==> src/rtl/ivt_pkg.sv <==
package ivt_pkg;
   // Decoded view of the mode word
   typedef struct packed {
      logic free_run;
      logic pin_en;
   } ivt_mode_t;
endpackage

==> src/rtl/ivt_latch.sv <==
// Reload holding register, filled one bus byte at a time
module ivt_latch #(
   parameter int unsigned BUS_W = 8,
   parameter int unsigned SEL_W = 4,
   parameter logic [SEL_W-1:0] LO_A = 4,
   parameter logic [SEL_W-1:0] LO_B = 6,
   parameter logic [SEL_W-1:0] HI_A = 5,
   parameter logic [SEL_W-1:0] HI_B = 7
) (
   input  logic               clk,
   input  logic               rst_n,
   input  logic               wr_en,
   input  logic [SEL_W-1:0]   reg_sel,
   input  logic [BUS_W-1:0]   wr_data,
   output logic [2*BUS_W-1:0] latch_q
);
   localparam int unsigned NLANE = 2;

   for (genvar g = 0; g < NLANE; g++) begin : g_lane
      localparam bit IS_HI = (g == 1);
      logic             sel_hit;
      logic [BUS_W-1:0] byte_q;

      if (IS_HI) begin : g_hi
         assign sel_hit = wr_en && (reg_sel == HI_A || reg_sel == HI_B);
      end else begin : g_lo
         assign sel_hit = wr_en && (reg_sel == LO_A || reg_sel == LO_B);
      end

      always_ff @(posedge clk or negedge rst_n) begin
         if (!rst_n)       byte_q <= '0;
         else if (sel_hit) byte_q <= wr_data;
      end

      assign latch_q[g*BUS_W +: BUS_W] = byte_q;
   end
endmodule

==> src/rtl/ivt_core.sv <==
// Down counter with reload, one-shot arming and the flag
module ivt_core #(
   parameter int unsigned CNT_W = 16
) (
   input  logic             clk,
   input  logic             rst_n,
   input  logic             load,
   input  logic [CNT_W-1:0] load_val,
   input  logic [CNT_W-1:0] latch,
   input  logic             free_run,
   input  logic             clr,
   output logic [CNT_W-1:0] cnt_q,
   output logic             running_q,
   output logic             armed_q,
   output logic             flag_q,
   output logic             hit
);
   logic expire;

   assign expire = running_q && (cnt_q == '0);
   assign hit    = expire && (free_run || armed_q);

   always_ff @(posedge clk or negedge rst_n) begin
      if (!rst_n) begin
         cnt_q     <= '0;
         running_q <= 1'b0;
         armed_q   <= 1'b0;
         flag_q    <= 1'b0;
      end else if (load) begin
         cnt_q     <= load_val;
         running_q <= 1'b1;
         armed_q   <= 1'b1;
         flag_q    <= 1'b0;
      end else begin
         if (running_q)
            cnt_q <= (expire && free_run) ? latch : cnt_q - 1'b1;
         if (expire && !free_run)
            armed_q <= 1'b0;
         if (hit)
            flag_q <= 1'b1;
         else if (clr)
            flag_q <= 1'b0;
      end
   end
endmodule

==> src/rtl/ivt_pin.sv <==
// Pin driver: square wave or single pulse
module ivt_pin (
   input  logic clk,
   input  logic rst_n,
   input  logic load,
   input  logic pin_en,
   input  logic free_run,
   input  logic hit,
   output logic pin_q,
   output logic oe_q
);
   always_ff @(posedge clk or negedge rst_n) begin
      if (!rst_n) begin
         pin_q <= 1'b1;
         oe_q  <= 1'b0;
      end else if (load) begin
         oe_q <= 1'b1;
         if (pin_en) pin_q <= 1'b0;
      end else if (hit && pin_en) begin
         pin_q <= free_run ? ~pin_q : 1'b1;
      end
   end
endmodule

==> src/rtl/ivt_timer.sv <==
module ivt_timer
   import ivt_pkg::*;
#(
   parameter int unsigned BUS_W      = 8,
   parameter int unsigned SEL_W      = 4,
   parameter int unsigned MODE_W     = 8,
   parameter int unsigned FREE_BIT   = 6,
   parameter int unsigned PIN_BIT    = 7,
   parameter int unsigned SEL_CNT_LO = 4,
   parameter int unsigned SEL_CNT_HI = 5,
   parameter int unsigned SEL_LAT_LO = 6,
   parameter int unsigned SEL_LAT_HI = 7
) (
   input  logic              clk,
   input  logic              rst_n,
   input  logic [SEL_W-1:0]  reg_sel,
   input  logic              wr_en,
   input  logic              rd_en,
   input  logic [BUS_W-1:0]  wr_data,
   output logic [BUS_W-1:0]  rd_data,
   input  logic [MODE_W-1:0] mode_ctl,
   input  logic              flag_clr,
   output logic              irq_flag,
   output logic              pin_out,
   output logic              pin_oe
);
   localparam int unsigned CNT_W = 2 * BUS_W;
   localparam logic [SEL_W-1:0] A_CLO = SEL_W'(SEL_CNT_LO);
   localparam logic [SEL_W-1:0] A_CHI = SEL_W'(SEL_CNT_HI);
   localparam logic [SEL_W-1:0] A_LLO = SEL_W'(SEL_LAT_LO);
   localparam logic [SEL_W-1:0] A_LHI = SEL_W'(SEL_LAT_HI);

   // Elaboration-time parameter checks
   if (BUS_W < 2) begin : g_bad_bus
      $error("ivt_timer: BUS_W must be at least 2");
   end
   if (FREE_BIT >= MODE_W || PIN_BIT >= MODE_W || FREE_BIT == PIN_BIT) begin : g_bad_mode
      $error("ivt_timer: mode bit positions invalid");
   end
   if (SEL_CNT_LO >= (1 << SEL_W) || SEL_CNT_HI >= (1 << SEL_W) ||
       SEL_LAT_LO >= (1 << SEL_W) || SEL_LAT_HI >= (1 << SEL_W)) begin : g_bad_sel
      $error("ivt_timer: offset exceeds select width");
   end
   if (SEL_CNT_LO == SEL_CNT_HI || SEL_CNT_LO == SEL_LAT_LO || SEL_CNT_LO == SEL_LAT_HI ||
       SEL_CNT_HI == SEL_LAT_LO || SEL_CNT_HI == SEL_LAT_HI || SEL_LAT_LO == SEL_LAT_HI) begin : g_dup_sel
      $error("ivt_timer: offsets must be distinct");
   end

   ivt_mode_t        mode;
   logic [CNT_W-1:0] latch_w;
   logic [CNT_W-1:0] cnt_w;
   logic [CNT_W-1:0] load_val_w;
   logic             load_w;
   logic             clr_w;
   logic             running_w;
   logic             armed_w;
   logic             flag_w;
   logic             hit_w;
   logic             pin_w;
   logic             oe_w;

   assign mode.free_run = mode_ctl[FREE_BIT];
   assign mode.pin_en   = mode_ctl[PIN_BIT];

   assign load_w     = wr_en && (reg_sel == A_CHI);
   assign load_val_w = {wr_data, latch_w[BUS_W-1:0]};
   assign clr_w      = flag_clr || (rd_en && reg_sel == A_CLO) ||
                       (wr_en && reg_sel == A_LHI);

   ivt_latch #(
      .BUS_W(BUS_W), .SEL_W(SEL_W),
      .LO_A(A_CLO), .LO_B(A_LLO), .HI_A(A_CHI), .HI_B(A_LHI)
   ) u_latch (
      .clk     (clk),
      .rst_n   (rst_n),
      .wr_en   (wr_en),
      .reg_sel (reg_sel),
      .wr_data (wr_data),
      .latch_q (latch_w)
   );

   ivt_core #(.CNT_W(CNT_W)) u_core (
      .clk       (clk),
      .rst_n     (rst_n),
      .load      (load_w),
      .load_val  (load_val_w),
      .latch     (latch_w),
      .free_run  (mode.free_run),
      .clr       (clr_w),
      .cnt_q     (cnt_w),
      .running_q (running_w),
      .armed_q   (armed_w),
      .flag_q    (flag_w),
      .hit       (hit_w)
   );

   ivt_pin u_pin (
      .clk      (clk),
      .rst_n    (rst_n),
      .load     (load_w),
      .pin_en   (mode.pin_en),
      .free_run (mode.free_run),
      .hit      (hit_w),
      .pin_q    (pin_w),
      .oe_q     (oe_w)
   );

   always_comb begin
      if (reg_sel == A_CLO)      rd_data = cnt_w[BUS_W-1:0];
      else if (reg_sel == A_CHI) rd_data = cnt_w[CNT_W-1:BUS_W];
      else if (reg_sel == A_LLO) rd_data = latch_w[BUS_W-1:0];
      else if (reg_sel == A_LHI) rd_data = latch_w[CNT_W-1:BUS_W];
      else                       rd_data = '0;
   end

   assign irq_flag = flag_w;
   assign pin_out  = pin_w;
   assign pin_oe   = oe_w && mode.pin_en;
endmodule

==> config.mk <==
export PLATFORM = sky130hd
export DESIGN_NAME = ivt_timer
export DESIGN_NICKNAME = d
export VERILOG_FILES = /design/src/rtl/ivt_pkg.sv /design/src/rtl/ivt_latch.sv /design/src/rtl/ivt_core.sv /design/src/rtl/ivt_pin.sv /design/src/rtl/ivt_timer.sv
export SDC_FILE = /design/constraint.sdc
export NUM_CORES = 1
export LEC_CHECK = 0
export ABC_AREA = 0
export BUFFER_PORTS_ARGS = -buffer_cell sky130_fd_sc_hd__buf_2
export CAP_MARGIN = 20
export CORE_MARGIN = 2
export CORE_UTILIZATION = 61
export DETAILED_ROUTE_END_ITERATION = 7
export GPL_ROUTABILITY_DRIVEN = 0
export HOLD_SLACK_MARGIN = 0.12
export PLACE_DENSITY = 0.85
export SLEW_MARGIN = 40
export SYNTH_ARGS = -nofsm -noshare
export SYNTH_HDL_FRONTEND = slang
export SYNTH_SLANG_ARGS = --single-unit
export TNS_END_PERCENT = 30
==> constraint.sdc <==
create_clock -name clk -period 2.8 [get_ports clk]
set_input_delay 0.56 -clock clk [delete_from_list [all_inputs] [get_ports clk]]
set_output_delay 0.56 -clock clk [all_outputs]
set_load 0.05 [all_outputs]
==> out/metrics.cfg, run 1 <==
[outcome]
status = completed

[logic_synthesis]
ys_async_sr_fraction_pct = 100.0
synth_top_cell_area_share_pct = 39.62
synth_nets = 232
syn_inst = 206
synth-simple-area-share_pct = 21.73
yosys_warnings = 0
netlist_top_cells_area = dfrtp_1 40%, mux2_2 7.6%, mux4_2 7.1%, nor2b_1 3.1%, nor2_1 2.4%
synth-adder-area-share_pct = 0.5659
synthFlopType = dfrtp_1
synth-seq-area-share_pct = 40.80
synth_seq_cells = 36
synth_top_family_by_area = simple AND/OR/NAND/NOR gates
synth_compound_area_share_pct = 13.53
synth_xor_area_share_pct = 1.981
synth.distinct_cells = 55
synth_area_leader_cell = dfrtp_1
synth_edf_count = 0
synth.avg_cell_area_um2 = 10.73
syn_area_um2 = 2211
synth.mux.area_fraction_pct = 17.77

[critical_path]
start_kind = primary input
crit_path_end_kind = output port
crit_type = in2out
required_ns = 2.24
crit_fanout = 12
worstPathArrival_ns = 1.84

[cts]
root_buffer = clkbuf_4
cts_setup_buffers = 0
cts_htree_levels = 2
clock_latency_ns = 0.35
cts_tree = done
clkTransAtPathRegs_ns = 0.12
numCtsBuffers = 5
ctsHoldBuffers = 0
cts.repair.resized = 0
clockBufferDepth = 2
cts_num_sinks = 36

[placed_design]
port_buffers = 29
hpwl_um = 3467
placedCellCount = 277

[detailed_routing]
vias_per_cell = 6.298
wl_per_cell_um = 17.29
first_pass_iters = 5
drtAntennaViolNets = 0
first_iter_violations = 150
vias = 1795
drc = 0
routed_wl_um = 4929

[floorplan]
start_util_pct = 64.73
rows = 21
dieArea_um2 = 4122
io_pins = 36
core-area_um2 = 3416
die_h_um = 64.20
die_x_um = 64.20

[timing]
timing_worst_slew_pin_value_ns = 0.5620
setup_viol = 0
rsz0062_at_grt = no
finalCritPeriodShare_pct = 85.67
hold_viol = 0
maxSlewHeadroom_pct = 62.54
tns_ns = 0
fmax_ghz = 0.4169
skew_ns = 0.01814
fin_crit_ns = 2.399
finalMaxSlewViolations = 0

[grt]
antenna_found_initial = 0
grt_max_degree = 37
grt_overflow = 0
grt_pass1_wl_um = 8183
grt_pass1_vias = 1668
grtUsageTotal_pct = 26.49

[layout]
fin_cells = 285
fin_util_pct = 71.98
nets = 264
drive_above_1_share_pct = 32.22
area_delta_synth_final_pct = 11.21
final_common_cell = dfrtp_1
layout_common_cells = 35 x dfrtp_1, 28 x buf_2, 15 x mux2_2
diodes = 0

[pwr]
power.density_nw_per_um2 = 743.0
p_leak_nw = 1.043
peakVddDrop_uv = 493.9

[hold_path]
min-delay-path-class = in2async

[run]
cap_violations = 0

==> flip-flops by register name (all words and copies together), names as in the netlist <==
name and flops:
u_core.armed_q 1, u_core.cnt_q 16, u_core.flag_q 1, u_core.running_q 1
u_latch.g_lane.byte_q 16, u_pin.pin_q 1
==> Yosys cell counts, types with 2 or more instances <==
| cell type | instances |
|---|---|
| o31ai_1 | 3 |
| nand2_1 | 11 |
| a21oi_1 | 10 |
| xnor2_1 | 4 |
| nor4_1 | 3 |
| nor2_1 | 14 |
| mux2i_1 | 4 |
| o22ai_1 | 3 |
| mux4_2 | 7 |
| o2bb2ai_1 | 2 |
| a211oi_1 | 3 |
| nand3_1 | 4 |
| nor3_1 | 5 |
| nand4_1 | 4 |
| inv_1 | 3 |
| mux2_2 | 15 |
| o21a_1 | 3 |
| dfrtp_1 | 35 |
| o211ai_1 | 5 |
| buf_2 | 2 |
| nand3b_1 | 2 |
| nor2b_1 | 11 |
| nand2b_1 | 3 |
| clkbuf_1 | 5 |
| nor3b_2 | 2 |
| nor3b_1 | 4 |
| buf_6 | 2 |
| o21ai_0 | 10 |
==> logic make-up after synthesis <==
kind of cell,after synthesis
adder cells (fa/ha/maj),1
multiplexers,27
AND/OR/NAND/NOR,77
flip-flops,36
AO/OA/AOI/OAI,46
buffers and inverters,14
XOR/XNOR,5
==> per-stage QoR <==
stage	worst slack [ns]	area (um2)	hold WS (ns)	total power (W)
finish	0.4012	2459	0.1324	0.001827
global route	0.3668	2459	0.1672	0.001949
CTS	0.3886	2456	0.3081	0.001831
detailed placement	0.3948	2397	0.4915	0.001539
global placement	0.4043	2397	0.4889	0.001509
floorplan	0.2791	2211	0.2644	0.001374
==> path summary, 6_finish.rpt <==
path	start	to	slack [ns]	cells past startpoint
worst max-delay path	reg_sel[0]	rd_data[4]	0.40	4
worst min-delay path	rst_n	u_core.flag_q	0.13	1
worst max register to register	u_core.cnt_q[0]	u_core.cnt_q[9]	0.67	7
worst min register to register	u_core.armed_q	u_core.armed_q	0.52	2
max in group asynchronous	rst_n	u_pin.pin_q	2.29	1
min in group clk	mode_ctl[7]	u_pin.pin_q	0.36	2
==> cell type report <==
class / count / area, um2
fill: 275 / 957.2
tap: 46 / 57.56
sequential: 36 / 902.1
inverter: 3 / 11.26
clock buffer: 8 / 58.81
multi-input combinational: 156 / 1229
timing repair buffer: 36 / 200.2
==> routing by layer <==
metal / share of wire (%) / up-vias / GRT usage (%)
met5: 0 / - / 0
met4: 2.0 / 0 / 7.979
met3: 7.0 / 11 / 4.930
met2: 49 / 73 / 43.10
met1: 42 / 877 / 36.31
li1: - / 834 / -
==> where the power goes <==
group	total (W)	switching [W]	internal [W]
clock network	0.000295	0.000171	0.000124
registers	0.000878	0.000204	0.000674
logic	0.000654	0.000313	0.000340
total	0.00183	0.000689	0.00114
==> critical path: stages <==
cell     delay (ns)
buf_2          0.32
mux4_1         0.59
nor2b_1        0.14
buf_2          0.23
Note: power is estimated with default switching activity, not from simulation.
==> run 2, diff against run 1 <==
--- a/config.mk
+++ b/config.mk
@@ -10,6 +10,7 @@
 export CAP_MARGIN = 20
 export CORE_MARGIN = 2
 export CORE_UTILIZATION = 61
+export CTS_CLUSTER_DIAMETER = 30
 export DETAILED_ROUTE_END_ITERATION = 7
 export GPL_ROUTABILITY_DRIVEN = 0
 export HOLD_SLACK_MARGIN = 0.12
==> constraint.sdc (replaced) <==
create_clock -name clk -period 2.8 [get_ports clk]
set_input_delay 0.56 -clock clk [delete_from_list [all_inputs] [get_ports clk]]
set_output_delay 0.56 -clock clk [all_outputs]
set_load 0.005 [all_outputs]
==> run 2 against run 1 <==
Setup slack better by 0.083 ns. Power is 2.0% lower. Sequential share of layout area is 0.093 points lower. Register-to-register slack got worse by 0.03 ns. Clock skew down 0.0043 ns. Die area stayed put. Utilization grew 0.18 points. Worst hold slack gained 0.041 ns. Largest cell class unchanged. Final cell count fell by 0.35%. Routed wire length up 2.8%. Sequential cell count did not move.
==> out/metrics.cfg, run 2 (synthesized netlist as in run 1, its figures left out) <==
[outcome]
status = completed  ; unchanged

[layout]
drive_above_1_share_pct = 32.77  ; was 32.22%
diodes = 0  ; unchanged
nets = 264  ; unchanged
reg_top3 = u_core.cnt_q: 16 flops, u_latch.g_lane.byte_q: 16 flops  ; unchanged
layout_common_cells = 35 x dfrtp_1, 28 x buf_2, 15 x mux2_2  ; unchanged
area_delta_synth_final_pct = 11.49  ; was 11.21%
final_common_cell = dfrtp_1  ; unchanged

[detailed_routing]
vias_per_cell = 6.391  ; was 6.298
vias = 1815  ; was 1795
first_pass_iters = 4  ; was 5
routed_wl_um = 5065  ; was 4929 um
wl_per_cell_um = 17.83  ; was 17.29 um
first_iter_violations = 145  ; was 150
drc = 0  ; unchanged
drtAntennaViolNets = 0  ; unchanged

[cts]
numCtsBuffers = 5  ; unchanged
ctsHoldBuffers = 0  ; unchanged
root_buffer = clkbuf_4  ; unchanged
clkTransAtPathRegs_ns = 0.11  ; was 0.12 ns
cts_tree = done  ; unchanged
clockBufferDepth = 2  ; unchanged
cts_htree_levels = 2  ; unchanged
cts_num_sinks = 36  ; unchanged
cts_setup_buffers = 0  ; unchanged
cts.repair.resized = 0  ; unchanged
clock_latency_ns = 0.33  ; was 0.35 ns

[critical_path]
start_kind = primary input  ; unchanged
crit_type = in2out  ; unchanged
worstPathArrival_ns = 1.76  ; was 1.84 ns
required_ns = 2.24  ; about the same
crit_fanout = 12  ; unchanged
crit_path_end_kind = output port  ; unchanged

[timing]
fmax_ghz = 0.4317  ; was 0.4169 GHz
fin_crit_ns = 2.316  ; was 2.399 ns
tns_ns = 0  ; unchanged
skew_ns = 0.01379  ; was 0.01814 ns
hold_viol = 0  ; unchanged
finalCritPeriodShare_pct = 82.72  ; was 85.67%
finalMaxSlewViolations = 0  ; unchanged
rsz0062_at_grt = no  ; unchanged
setup_slack_ns = 0.4837  ; was 0.4012 ns
setup_viol = 0  ; unchanged
maxSlewHeadroom_pct = 60.21  ; was 62.54%
timing_worst_slew_pin_value_ns = 0.5968  ; was 0.5620 ns

[floorplan]
die_h_um = 64.20  ; unchanged
dieArea_um2 = 4122  ; unchanged
io_pins = 36  ; unchanged
rows = 21  ; unchanged
start_util_pct = 64.73  ; unchanged
core-area_um2 = 3416  ; unchanged
die_x_um = 64.20  ; unchanged

[grt]
grt_pass1_vias = 1777  ; was 1668
grt_overflow = 0  ; unchanged
grtUsageTotal_pct = 26.69  ; was 26.49%
grt_max_degree = 37  ; unchanged
grt_pass1_wl_um = 8411  ; was 8183 um
antenna_found_initial = 0  ; unchanged

[pwr]
p_leak_nw = 1.048  ; was 1.043 nW
p_total_w = 0.001790  ; was 0.001827 W
power_report.internal_total_w = 0.001156  ; was 0.001138 W
peakVddDrop_uv = 557.7  ; was 493.9 uV
power.density_nw_per_um2 = 726.4  ; was 743.0 nW/um2
p_sw_w = 0.0006344  ; was 0.0006885 W
seqPwrFrac_pct = 49.2  ; was 48.1%
combPwrFrac_pct = 33.6  ; was 35.8%
power_frac_clock_pct = 17.2  ; was 16.2%
switching_share_pct = 35.43  ; was 37.69%

[run]
cap_violations = 0  ; unchanged

[placed_design]
dp_slack_ns = 0.4817  ; was 0.3948 ns
port_buffers = 29  ; unchanged
hpwl_um = 3482  ; was 3467 um

[hold_path]
min-delay-path-class = in2async  ; unchanged

-- run 2: cell count changes in the layout (fill, tap and decap cells not counted) --
cell	before	now
clkbuf_1	2	0
clkbuf_8	1	2
-- run 2: metrics by stage --
stage	area, um2	util (%)	cells	hold WS (ns)
2_1_floorplan	2211	-	206	0.2644
3_3_place_gp	2397	70.18	277	0.4890
3_5_place_dp	2397	70.18	277	0.4932
4_1_cts	2462	72.09	284	0.3347
5_1_grt	2465	72.16	284	0.1893
6_report	2465	72.16	284	0.1729
-- run 2: power by group through the flow --
stage	combinational [W]	sequential, W	clock (W)
finish	0.000602	0.000881	0.000308
global route	0.000667	0.000903	0.000338
global placement	0.000580	0.000872	0
CTS	0.000602	0.000873	0.000315
floorplan	0.000504	0.000813	0
detailed placement	0.000598	0.000886	0
-- run 2: layout make-up --
| cell class | count | area [um2] |
|---|---|---|
| tap | 46 | 57.56 |
| fill | 257 | 950.9 |
| clock buffer | 7 | 65.06 |
| inverter | 3 | 11.26 |
| timing repair buffer | 36 | 200.2 |
| sequential | 36 | 902.1 |
| multi-input combinational | 156 | 1229 |
-- run 2: per-layer routing --
| metal | up-vias | part of all wire, % | global-route usage [%] |
|---|---|---|---|
| met1 | 912 | 42 | 34.89 |
| met2 | 66 | 50 | 44.66 |
| met4 | 0 | 1.0 | 7.713 |
| met5 | - | 0 | 0 |
| met3 | 6 | 6.6 | 5.986 |
| li1 | 831 | - | - |
-- run 2: final timing paths --
kind / startpoint / endpoint / slack, ns / depth (start not counted)
min in group clk: mode_ctl[7] / u_pin.pin_q / 0.38 / 2
worst min-delay path: rst_n / u_latch.g_lane[0].byte_q[6] / 0.17 / 1
max in group asynchronous: rst_n / u_pin.pin_q / 2.27 / 1
worst max-delay path: reg_sel[0] / rd_data[4] / 0.48 / 4
worst max register to register: u_core.cnt_q[0] / u_core.cnt_q[9] / 0.64 / 7
worst min register to register: u_core.armed_q / u_core.armed_q / 0.52 / 2
-- run 2: worst max-delay path: stages --
cell and delay, ns:
buf_2 0.32, mux4_1 0.59, nor2b_1 0.14, buf_2 0.14
==> run 3, diff against run 2 <==
--- a/config.mk
+++ b/config.mk
@@ -9,12 +9,12 @@
 export BUFFER_PORTS_ARGS = -buffer_cell sky130_fd_sc_hd__buf_2
 export CAP_MARGIN = 20
 export CORE_MARGIN = 2
-export CORE_UTILIZATION = 61
+export CORE_UTILIZATION = 51
 export CTS_CLUSTER_DIAMETER = 30
 export DETAILED_ROUTE_END_ITERATION = 7
 export GPL_ROUTABILITY_DRIVEN = 0
 export HOLD_SLACK_MARGIN = 0.12
-export PLACE_DENSITY = 0.85
+export PLACE_DENSITY = 0.76
 export SLEW_MARGIN = 40
 export SYNTH_ARGS = -nofsm -noshare
 export SYNTH_HDL_FRONTEND = slang
==> constraint.sdc (replaced) <==
create_clock -name clk -period 2.05 [get_ports clk]
set_input_delay 0.41 -clock clk [delete_from_list [all_inputs] [get_ports clk]]
set_output_delay 0.41 -clock clk [all_outputs]
set_load 0.005 [all_outputs]
==> run 3 against run 2 <==
Clock skew decreased by 0.011 ns. Combinational power increased by 69%. Via count increased by 5.1%. First-iteration DRC count increased by 14%. Clock power increased by 69%. Routed wire length increased by 8.4%. Sequential power increased by 32%. Critical path type is now reg2out. Largest cell class unchanged. Highest routed layer unchanged.
==> out/metrics.cfg, run 3 (synthesized netlist as in run 1, its figures left out) <==
[grt]
grtUsageTotal_pct = 24.21  ; was 26.69%
grtUsageMet2_pct = 38.52  ; was 44.66%
grt_overflow = 0  ; unchanged
met3_usage_pct = 4.942  ; was 5.986%
grt_max_degree = 37  ; unchanged
grt_pass1_wl_um = 9183  ; was 8411 um
top_usage_layer = met2  ; unchanged
gr-usage-met1_pct = 32.58  ; was 34.89%
antenna_found_initial = 0  ; unchanged
grt_pass1_vias = 1889  ; was 1777

[timing]
fin_crit_ns = 1.975
hold_viol = 0  ; unchanged
setup_viol = 0  ; unchanged
rsz0062_at_grt = no  ; unchanged
skew_ns = 0.002703  ; was 0.01379 ns
fmax_ghz = 0.5062
timing_worst_slew_pin_value_ns = 0.3715  ; was 0.5968 ns
finalMaxSlewViolations = 0  ; unchanged
tns_ns = 0  ; unchanged
maxSlewHeadroom_pct = 75.00  ; was 60.21%
finalCritPeriodShare_pct = 96.36

[layout]
layout_common_cells = 35 x dfrtp_1, 29 x buf_2, 22 x buf_4  ; was 35 x dfrtp_1, 28 x buf_2, 15 x mux2_2
reg_top3 = u_core.cnt_q: 16 flops, u_latch.g_lane.byte_q: 16 flops  ; unchanged
drive_above_1_share_pct = 36.96  ; was 32.77%
area_delta_synth_final_pct = 20.37  ; was 11.49%
final_common_cell = dfrtp_1  ; unchanged
diodes = 0  ; unchanged
nets = 282  ; was 264

[pwr]
p_total_w = 0.002700  ; was 0.001790 W
p_leak_nw = 1.147  ; was 1.048 nW
peakVddDrop_uv = 607.2  ; was 557.7 uV
power.density_nw_per_um2 = 1014  ; was 726.4 nW/um2

[floorplan]
die_x_um = 69.84  ; was 64.20 um
dieArea_um2 = 4878  ; was 4122 um2
core-area_um2 = 4086  ; was 3416 um2
io_pins = 36  ; unchanged
start_util_pct = 54.10  ; was 64.73%
die_h_um = 69.84  ; was 64.20 um
rows = 23  ; was 21

[critical_path]
crit_path_end_kind = output port  ; unchanged
crit_fanout = 6  ; was 12
crit_chain = buf_4 > mux4_2 > nor2b_1 > buf_2  ; was buf_2 > mux4_1 > nor2b_1 > buf_2
crit_type = reg2out  ; was in2out
start_kind = flop  ; was primary input
max_stage_delay_ns = 0.45  ; was 0.59 ns
slowest_stage = mux4_2  ; was mux4_1
required_ns = 1.64  ; was 2.24 ns
worstPathArrival_ns = 1.57  ; was 1.76 ns

[cts]
cts_htree_levels = 2  ; unchanged
cts_num_sinks = 36  ; unchanged
cts_tree = done  ; unchanged
numCtsBuffers = 5  ; unchanged
clockBufferDepth = 2  ; unchanged
root_buffer = clkbuf_8  ; was clkbuf_4
clock_latency_ns = 0.29  ; was 0.33 ns
clkTransAtPathRegs_ns = 0.07  ; was 0.11 ns

[detailed_routing]
first_pass_iters = 4  ; unchanged
drtAntennaViolNets = 0  ; unchanged
vias = 1907  ; was 1815
first_iter_violations = 165  ; was 145
vias_per_cell = 6.212  ; was 6.391
wl_per_cell_um = 17.88  ; was 17.83 um
drc = 0  ; unchanged
routed_wl_um = 5488  ; was 5065 um

[placed_design]
hpwl_um = 3990  ; was 3482 um
port_buffers = 29  ; unchanged

[run]
cap_violations = 0  ; unchanged

[outcome]
status = completed  ; unchanged

[hold_path]
min-delay-path-class = in2reg  ; was in2async

-- run 3: changes by cell type in the layout (fill, tap and decap cells not counted), sizes merged --
cell         previous run  this run
dlygate4sd3             0         1
buf                    36        53
clkbuf                  7         8
-- run 3: worst max-delay path: cells and delay by family (launching register included) --
family                 cells  cell delay (ns)
and+or+nand+nor            1             0.14
DFF                        1             0.40
buffers and inverters      2             0.29
muxes                      1             0.45
-- run 3: routing by layer --
metal,up-vias,wire (um)
li1,876,-
met1,940,2370
met5,-,0
met3,15,359
met2,76,2620
met4,0,138
-- run 3: layout make-up --
type	instances	area, um2
Inverter	3	11.26
Fill cell	345	1425
Timing Repair Buffer	54	360.3
Sequential cell	36	902.1
Clock buffer	8	90.09
Tap cell	50	62.56
Multi-Input combinational cell	156	1235
-- run 3: per-stage QoR --
step	std cells	hold WS (ns)	area, um2	setup slack [ns]	utilization [%]
3_5_place_dp	297	0.3860	2547	0.08270	62.34
2_1_floorplan	206	0.1144	2211	0.1245	-
5_1_grt	307	0.2601	2661	0.01576	65.13
3_3_place_gp	297	0.3884	2547	0.09668	62.34
4_1_cts	306	0.2597	2648	0.008648	64.79
6_report	307	0.2639	2661	0.07469	65.13
-- run 3: worst paths after layout --
kind / startpoint / endpoint / slack, ns / depth (start not counted)
min in group asynchronous: rst_n / u_core.armed_q / 0.62 / 3
worst min-delay path: mode_ctl[7] / u_pin.pin_q / 0.26 / 2
worst max register to register: u_core.cnt_q[0] / u_core.cnt_q[3] / 0.09 / 7
max in group asynchronous: rst_n / u_pin.pin_q / 1.19 / 3
worst min register to register: u_pin.pin_q / u_pin.pin_q / 0.51 / 1
worst max-delay path: u_core.cnt_q[5] / rd_data[5] / 0.07 / 4
-- run 3: repair_timing --
action	in CTS	in global routing
hold buffers	1	0
hold endpoints to repair	35	0
endpoints found under the setup margin	0	2
resized for setup	0	1
buffers inserted	0	1
-- run 3: where the power goes --
part	total, W	switching (W)	internal [W]
logic	0.00102	0.000456	0.000567
registers	0.00116	0.000233	0.000923
clock network	0.000521	0.000247	0.000274
total	0.00270	0.000936	0.00176
